===== src/rtl/pio_tim_pkg.sv =====
package pio_tim_pkg;

   typedef enum logic [1:0] {
      PH_IDLE   = 2'd0,
      PH_SETUP  = 2'd1,
      PH_ACTIVE = 2'd2,
      PH_RECOV  = 2'd3
   } pio_phase_e;

   localparam int SETUP_CODE_W = 2;

endpackage


===== src/rtl/pio_count_decode.sv =====
module pio_count_decode #(
   parameter int NIB_W          = 4,
   parameter int REV_W          = 2,
   parameter int REV_THRESH     = 1,
   parameter int CMD_SETUP_CLKS = 5,
   parameter int CNT_W          = NIB_W + 1
) (
   input  logic             use_cmd,
   input  logic [1:0]       setup_code,
   input  logic [NIB_W-1:0] act_nib,
   input  logic [NIB_W-1:0] rec_nib,
   input  logic [REV_W-1:0] chip_rev,
   output logic [CNT_W-1:0] setup_clks,
   output logic [CNT_W-1:0] act_clks,
   output logic [CNT_W-1:0] rec_clks
);

   localparam logic [CNT_W-1:0] FULL_CNT  = CNT_W'(2 ** NIB_W);
   localparam logic [CNT_W-1:0] MIN_CNT   = CNT_W'(2);
   localparam logic [CNT_W-1:0] CMD_SETUP = CNT_W'(CMD_SETUP_CLKS);

   logic [CNT_W-1:0] rec_base;
   logic             rev_extra;

   // nonlinear setup code
   always_comb begin
      if (use_cmd) begin
         setup_clks = CMD_SETUP;
      end else begin
         unique case (setup_code)
            2'b00:   setup_clks = CNT_W'(4);
            2'b10:   setup_clks = CNT_W'(3);
            2'b01:   setup_clks = CNT_W'(2);
            default: setup_clks = CNT_W'(5);
         endcase
      end
   end

   // active nibble: zero wraps to full, one is raised to the minimum
   always_comb begin
      if (act_nib == '0)
         act_clks = FULL_CNT;
      else if (act_nib == NIB_W'(1))
         act_clks = MIN_CNT;
      else
         act_clks = {1'b0, act_nib};
   end

   // recovery nibble plus revision-dependent extra clock
   always_comb begin
      if (rec_nib == '0)
         rec_base = FULL_CNT;
      else if (rec_nib < NIB_W'(2))
         rec_base = MIN_CNT;
      else
         rec_base = {1'b0, rec_nib};
      rev_extra = (chip_rev > REV_W'(REV_THRESH));
      rec_clks  = rec_base + {{(CNT_W-1){1'b0}}, rev_extra};
   end

endmodule


===== src/rtl/pio_phase_seq.sv =====
module pio_phase_seq
   import pio_tim_pkg::*;
#(
   parameter int CNT_W = 5
) (
   input  logic             clk,
   input  logic             rst_n,
   input  logic             req_valid,
   input  logic             req_drive,
   input  logic             req_write,
   input  logic [CNT_W-1:0] setup_clks,
   input  logic [CNT_W-1:0] act_clks,
   input  logic [CNT_W-1:0] rec_clks,
   output logic             busy,
   output logic             addr_phase,
   output logic             rd_strobe,
   output logic             wr_strobe,
   output logic             done,
   output logic             cur_drive
);

   localparam logic [CNT_W-1:0] ONE = CNT_W'(1);

   pio_phase_e       st_q;
   logic [CNT_W-1:0] cnt_q;
   logic [CNT_W-1:0] act_q;
   logic [CNT_W-1:0] rec_q;
   logic             wr_q;
   logic             drv_q;
   logic             done_q;
   logic             last_clk;

   assign last_clk = (cnt_q == '0);

   always_ff @(posedge clk or negedge rst_n) begin
      if (!rst_n) begin
         st_q   <= PH_IDLE;
         cnt_q  <= '0;
         act_q  <= '0;
         rec_q  <= '0;
         wr_q   <= 1'b0;
         drv_q  <= 1'b0;
         done_q <= 1'b0;
      end else begin
         done_q <= 1'b0;
         unique case (st_q)
            PH_IDLE: begin
               if (req_valid) begin
                  st_q  <= PH_SETUP;
                  cnt_q <= setup_clks - ONE;
                  act_q <= act_clks;
                  rec_q <= rec_clks;
                  wr_q  <= req_write;
                  drv_q <= req_drive;
               end
            end
            PH_SETUP: begin
               if (last_clk) begin
                  st_q  <= PH_ACTIVE;
                  cnt_q <= act_q - ONE;
               end else begin
                  cnt_q <= cnt_q - ONE;
               end
            end
            PH_ACTIVE: begin
               if (last_clk) begin
                  st_q  <= PH_RECOV;
                  cnt_q <= rec_q - ONE;
               end else begin
                  cnt_q <= cnt_q - ONE;
               end
            end
            PH_RECOV: begin
               if (last_clk) begin
                  st_q   <= PH_IDLE;
                  done_q <= 1'b1;
               end else begin
                  cnt_q <= cnt_q - ONE;
               end
            end
         endcase
      end
   end

   assign busy       = (st_q != PH_IDLE);
   assign addr_phase = (st_q == PH_SETUP);
   assign rd_strobe  = (st_q == PH_ACTIVE) && !wr_q;
   assign wr_strobe  = (st_q == PH_ACTIVE) && wr_q;
   assign done       = done_q;
   assign cur_drive  = drv_q;

   AST_STROBE_AFTER_SETUP: assert property (@(posedge clk) disable iff (!rst_n)
      $rose(rd_strobe || wr_strobe) |-> $past(addr_phase));

   AST_ACTIVE_MIN: assert property (@(posedge clk) disable iff (!rst_n)
      $rose(rd_strobe || wr_strobe) |=> (rd_strobe || wr_strobe));

   AST_RECOVERY_MIN: assert property (@(posedge clk) disable iff (!rst_n)
      $fell(rd_strobe || wr_strobe) |-> !done ##1 !done);

   AST_DONE_PULSE: assert property (@(posedge clk) disable iff (!rst_n)
      done |=> !done);

   AST_HOLD_OFF: assert property (@(posedge clk) disable iff (!rst_n)
      $rose(addr_phase) |-> $past(!busy));

   AST_DRIVE_STABLE: assert property (@(posedge clk) disable iff (!rst_n)
      (busy && $past(busy)) |-> $stable(cur_drive));

endmodule


===== src/rtl/pio_strobe_timer.sv =====
module pio_strobe_timer
   import pio_tim_pkg::*;
#(
   parameter int NIB_W          = 4,
   parameter int REV_W          = 2,
   parameter int REV_THRESH     = 1,
   parameter int SHARED_TIMING  = 0,
   parameter int CMD_SETUP_CLKS = 5,
   localparam int TIM_W         = 2 * NIB_W,
   localparam int N_SETS        = (SHARED_TIMING != 0) ? 1 : 2,
   localparam int CNT_W         = NIB_W + 1
) (
   input  logic                             clk,
   input  logic                             rst_n,
   input  logic                             req_valid,
   input  logic                             req_drive,
   input  logic                             req_write,
   input  logic                             req_cmd_blk,
   input  logic [REV_W-1:0]                 chip_rev,
   input  logic [N_SETS*SETUP_CODE_W-1:0]   setup_codes,
   input  logic [N_SETS*TIM_W-1:0]          rw_timing,
   input  logic [TIM_W-1:0]                 cmd_timing,
   output logic                             busy,
   output logic                             addr_phase,
   output logic                             rd_strobe,
   output logic                             wr_strobe,
   output logic                             done,
   output logic                             cur_drive
);

   // elaboration checks
   if (NIB_W < 2) begin : g_bad_nib
      $error("NIB_W must be at least 2");
   end
   if (CMD_SETUP_CLKS < 1 || CMD_SETUP_CLKS >= (2 ** CNT_W)) begin : g_bad_cmd
      $error("CMD_SETUP_CLKS out of counter range");
   end
   if (SHARED_TIMING != 0 && SHARED_TIMING != 1) begin : g_bad_share
      $error("SHARED_TIMING must be 0 or 1");
   end

   logic [SETUP_CODE_W-1:0] code_sel;
   logic [TIM_W-1:0]        rw_sel;
   logic [NIB_W-1:0]        act_nib;
   logic [NIB_W-1:0]        rec_nib;
   logic [CNT_W-1:0]        setup_clks;
   logic [CNT_W-1:0]        act_clks;
   logic [CNT_W-1:0]        rec_clks;

   // timing set selection
   if (N_SETS == 1) begin : g_shared
      assign code_sel = setup_codes;
      assign rw_sel   = rw_timing;
   end else begin : g_split
      assign code_sel = req_drive ? setup_codes[2*SETUP_CODE_W-1:SETUP_CODE_W]
                                  : setup_codes[SETUP_CODE_W-1:0];
      assign rw_sel   = req_drive ? rw_timing[2*TIM_W-1:TIM_W]
                                  : rw_timing[TIM_W-1:0];
   end

   assign act_nib = req_cmd_blk ? cmd_timing[TIM_W-1:NIB_W] : rw_sel[TIM_W-1:NIB_W];
   assign rec_nib = req_cmd_blk ? cmd_timing[NIB_W-1:0]     : rw_sel[NIB_W-1:0];

   pio_count_decode #(
      .NIB_W          (NIB_W),
      .REV_W          (REV_W),
      .REV_THRESH     (REV_THRESH),
      .CMD_SETUP_CLKS (CMD_SETUP_CLKS),
      .CNT_W          (CNT_W)
   ) u_decode (
      .use_cmd    (req_cmd_blk),
      .setup_code (code_sel),
      .act_nib    (act_nib),
      .rec_nib    (rec_nib),
      .chip_rev   (chip_rev),
      .setup_clks (setup_clks),
      .act_clks   (act_clks),
      .rec_clks   (rec_clks)
   );

   pio_phase_seq #(
      .CNT_W (CNT_W)
   ) u_seq (
      .clk        (clk),
      .rst_n      (rst_n),
      .req_valid  (req_valid),
      .req_drive  (req_drive),
      .req_write  (req_write),
      .setup_clks (setup_clks),
      .act_clks   (act_clks),
      .rec_clks   (rec_clks),
      .busy       (busy),
      .addr_phase (addr_phase),
      .rd_strobe  (rd_strobe),
      .wr_strobe  (wr_strobe),
      .done       (done),
      .cur_drive  (cur_drive)
   );

   AST_NO_PHASE_WHEN_IDLE: assert property (@(posedge clk) disable iff (!rst_n)
      !busy |-> !(addr_phase || rd_strobe || wr_strobe));

   AST_DONE_ENDS_CYCLE: assert property (@(posedge clk) disable iff (!rst_n)
      done |-> $past(busy));

endmodule


===== config.mk =====
export PLATFORM = sky130hd
export DESIGN_NAME = pio_strobe_timer
export DESIGN_NICKNAME = d
export VERILOG_FILES = /design/src/rtl/pio_tim_pkg.sv /design/src/rtl/pio_count_decode.sv /design/src/rtl/pio_phase_seq.sv /design/src/rtl/pio_strobe_timer.sv
export SDC_FILE = /design/constraint.sdc
export NUM_CORES = 1
export LEC_CHECK = 0
export BUFFER_PORTS_ARGS = -buffer_cell sky130_fd_sc_hd__buf_2
export CAP_MARGIN = 40
export CELL_PAD_IN_SITES_DETAIL_PLACEMENT = 0
export CELL_PAD_IN_SITES_GLOBAL_PLACEMENT = 2
export CORE_AREA = 2 2 75 77
export DETAILED_ROUTE_END_ITERATION = 8
export DIE_AREA = 0 0 77 79
export GPL_TIMING_DRIVEN = 0
export PLACE_DENSITY = 0.82
export SLEW_MARGIN = 5
export SYNTH_ARGS = -nofsm -noshare
export SYNTH_HDL_FRONTEND = slang
export SYNTH_SLANG_ARGS = --single-unit
export TNS_END_PERCENT = 20

===== constraint.sdc =====
create_clock -name clk -period 2.2 [get_ports clk]
set_input_delay 0.22 -clock clk [delete_from_list [all_inputs] [get_ports clk]]
set_output_delay 0.22 -clock clk [all_outputs]
set_load 0.02 [all_outputs]

==> results.tsv <==
metric	value	unit
status	finished clean	
met3_length	119	um
critPathCaptureType	flop	
crit_top_cell	ha_1	
maxCapViolCount	0	
post-route-util	0.373	
slowest_delay	430	ps
cts_setup_buffers	0	
critPathSlowestCell	a221oi_1	
setup-violations-final	0	
cts-root-buf	clkbuf_8	
initial_core_util	0.310	
worstSetupPathType	primary input to flop	
insertion_delay	260	ps
io_buffers	39	
wl	3.74	mm
die_area	6080	sq um
vias	1377	
ys_top_cells_by_area	dfrtp_1 30%, ha_1 9.1%, mux2_2 4.8%	
synth_nets	224	
final_nets	269	
route.layer.met1.wl	1.91	mm
fmax	0.556	GHz
clock_sinks	20	
rsz0062_at_grt	false	
path_clk_slew	70	ps
power_frac_comb	0.598	
finalHoldViolCount	0	
fillers	583	
timing.reg2reg.setup_slack	430	ps
num_antenna_cells	0	
required	2400	ps
syn-mean-instance-area	9.41	sq um
fp.coreArea	5340	sq um
dr_wl_met2	1.68	mm
drt_iter0_markers	63	
p_sw	0.00102	W
syn_area	1660	sq um
cts_tree	built	
worst_pin_slew	474	ps
die_x	77	um
min_period	1800	ps
h-tree-depth	1	
grt-ovfl-total	0	
min_path_type	primary input to flop	
post_drt_wl_per_cell	12.8	um
clkPwrFrac	0.103	
p_int	0.00134	W
ir_drop	704	uV
grt_usage	0.133	
critPathLaunchType	primary input	
num_rows	27	
die_h	79	um
synth_top_family_by_area	compound AO/OA/AOI/OAI gates	
yosysWarnings	0	
max-clock-path-buffers	2	
synth_simple_gate_area_frac	0.156	
drive_gt1_frac	0.306	
final_max_slew_viol_count	0	
leakagePower	0.957	nW
yosysTopAreaCell	dfrtp_1	
tns	0	ps
pin_count	42	
grt_max_degree	21	
fin_crit_sh	0.818	
async_flop_share	1.00	
switching_share	0.432	
worstSetupStartpoint	req_drive	
ant_nets	0	
critPathArrivalTime	2000	ps
synth_top_area_frac	0.302	
synthFlopType	dfrtp_1	
layout_common_cells	41 x buf_2, 20 x dfrtp_1, 19 x nand2_1	
min-delay-start	req_write	
grt_pass1_vias	1323	
total_power	0.00236	W
area_growth	20.3	%
fin_worst_skew	2.93	ps
path_cells	buf_2, buf_6, nor2b_1, a211oi_1, ha_1, ha_1, inv_1, a221oi_1, a41o_1, a21o_1	
yosysSeqAreaShare	0.302	
vias_per_cell	4.73	
grt_antenna_before_repair	0	
drc	0	
synth-adder-area-share	0.0906	
synth_mux_area_frac	0.125	
synth-compound-area-share	0.205	
grt_pass1_wl	6.52	mm
ys_ff_latch	20	
cp_max_fo	10	
cts_inserted_buffers	3	
drt_first_pass_iters	4	
synth_xor_area_frac	0.0529	
netlist_instances	176	
slew_headroom	0.684	
place_congestion	0.738	
synth.distinct_cells	55	
routed.top_layer	met4	
dpl.hpwl	2.93	mm
synth_edf_count	0	
layout_commonest_cell	buf_2	
power_frac_seq	0.299	
p_per_area	1180	nW/um^2
timing.rr.start	u_seq.st_q[0]	
## power groups by stage
stage	registers [W]	logic, W	clock network, W
after floorplan	0.000688	0.00111	0
after global placement	0.000712	0.00142	0
after detailed placement	0.000714	0.00141	0
after CTS	0.000707	0.00142	0.000251
after global routing	0.000736	0.00161	0.000266
final	0.000704	0.00141	0.000242
## final cells by class
type                            count  area, sq um  share of cell area
Clock buffer                        3         41.3              0.0207
Inverter                           18         67.6              0.0339
Tap cell                           72         90.1              0.0452
Timing Repair Buffer               40          205               0.103
Multi-Input combinational cell    131         1040               0.522
Sequential cell                    20          500               0.251
Buffer                              7         47.5              0.0239
## path summary, 6_finish.rpt
kind,to,depth (start not counted)
setup / recovery,u_seq.cnt_q[4],10
hold / removal,u_seq.wr_q,2
setup reg to reg,u_seq.cnt_q[4],6
hold reg to reg,u_seq.cur_drive,1
max in group asynchronous,u_seq.st_q[0],2
min in group asynchronous,u_seq.done,2
## synthesized netlist by cell type, types with 2 or more instances
cell      number
a211oi_1       2
a21oi_1        6
a221oi_1       4
a31oi_1        2
and2_1         2
buf_2          2
buf_6          2
clkbuf_1       2
dfrtp_1       20
ha_1          12
inv_1         17
mux2_2         7
mux2_4         2
mux2i_1        5
nand2_1       19
nand4b_1       2
nor2_1         3
nor2b_1        2
nor3_1         6
nor3b_1        3
o21ai_0        7
o21ai_1        2
o22ai_1        7
xnor2_1        8
xor2_1         2
## sequential cells by signal, summed over array words and instances, names as in the netlist
name             flops
u_seq.cnt_q          5
u_seq.rec_q          5
u_seq.act_q          5
u_seq.done           1
u_seq.st_q           2
u_seq.cur_drive      1
u_seq.wr_q           1
## per-stage QoR
stage	hold WS, ps	worst slack (ps)	instance area, sq um	cells
after floorplan	-75.6	445	1660	176
after global placement	208	159	1940	287
after detailed placement	212	145	1940	287
after CTS	185	417	1990	291
after global routing	188	230	1990	291
final	190	401	1990	291
## worst max-delay path: cells and delay by family
kind | cells | cell delay (ps)
simple gates | 1 | 60
fa+ha+maj | 2 | 350
buf+inv | 3 | 340
compound gates | 4 | 1030
## routing by layer
layer	global-route usage	vias up
met1	0.189	631
li1	-	722
met5	0	-
met3	0.0250	2
met2	0.213	22
met4	0.0268	0
## cells by family after synthesis
group	after synthesis
AO/OA/AOI/OAI	46
AND/OR/NAND/NOR	46
buffers and inverters	25
flip-flops	20
multiplexers	17
adder cells (fa/ha/maj)	12
XOR/XNOR	10
## timing repair
action | in CTS | in global routing
endpoints found under the hold margin | 20 | 0
setup endpoints to repair | 0 | 0
resized for setup | 0 | 0
hold buffers | 1 | 0
No activity file was read; power rests on OpenSTA's default activity.
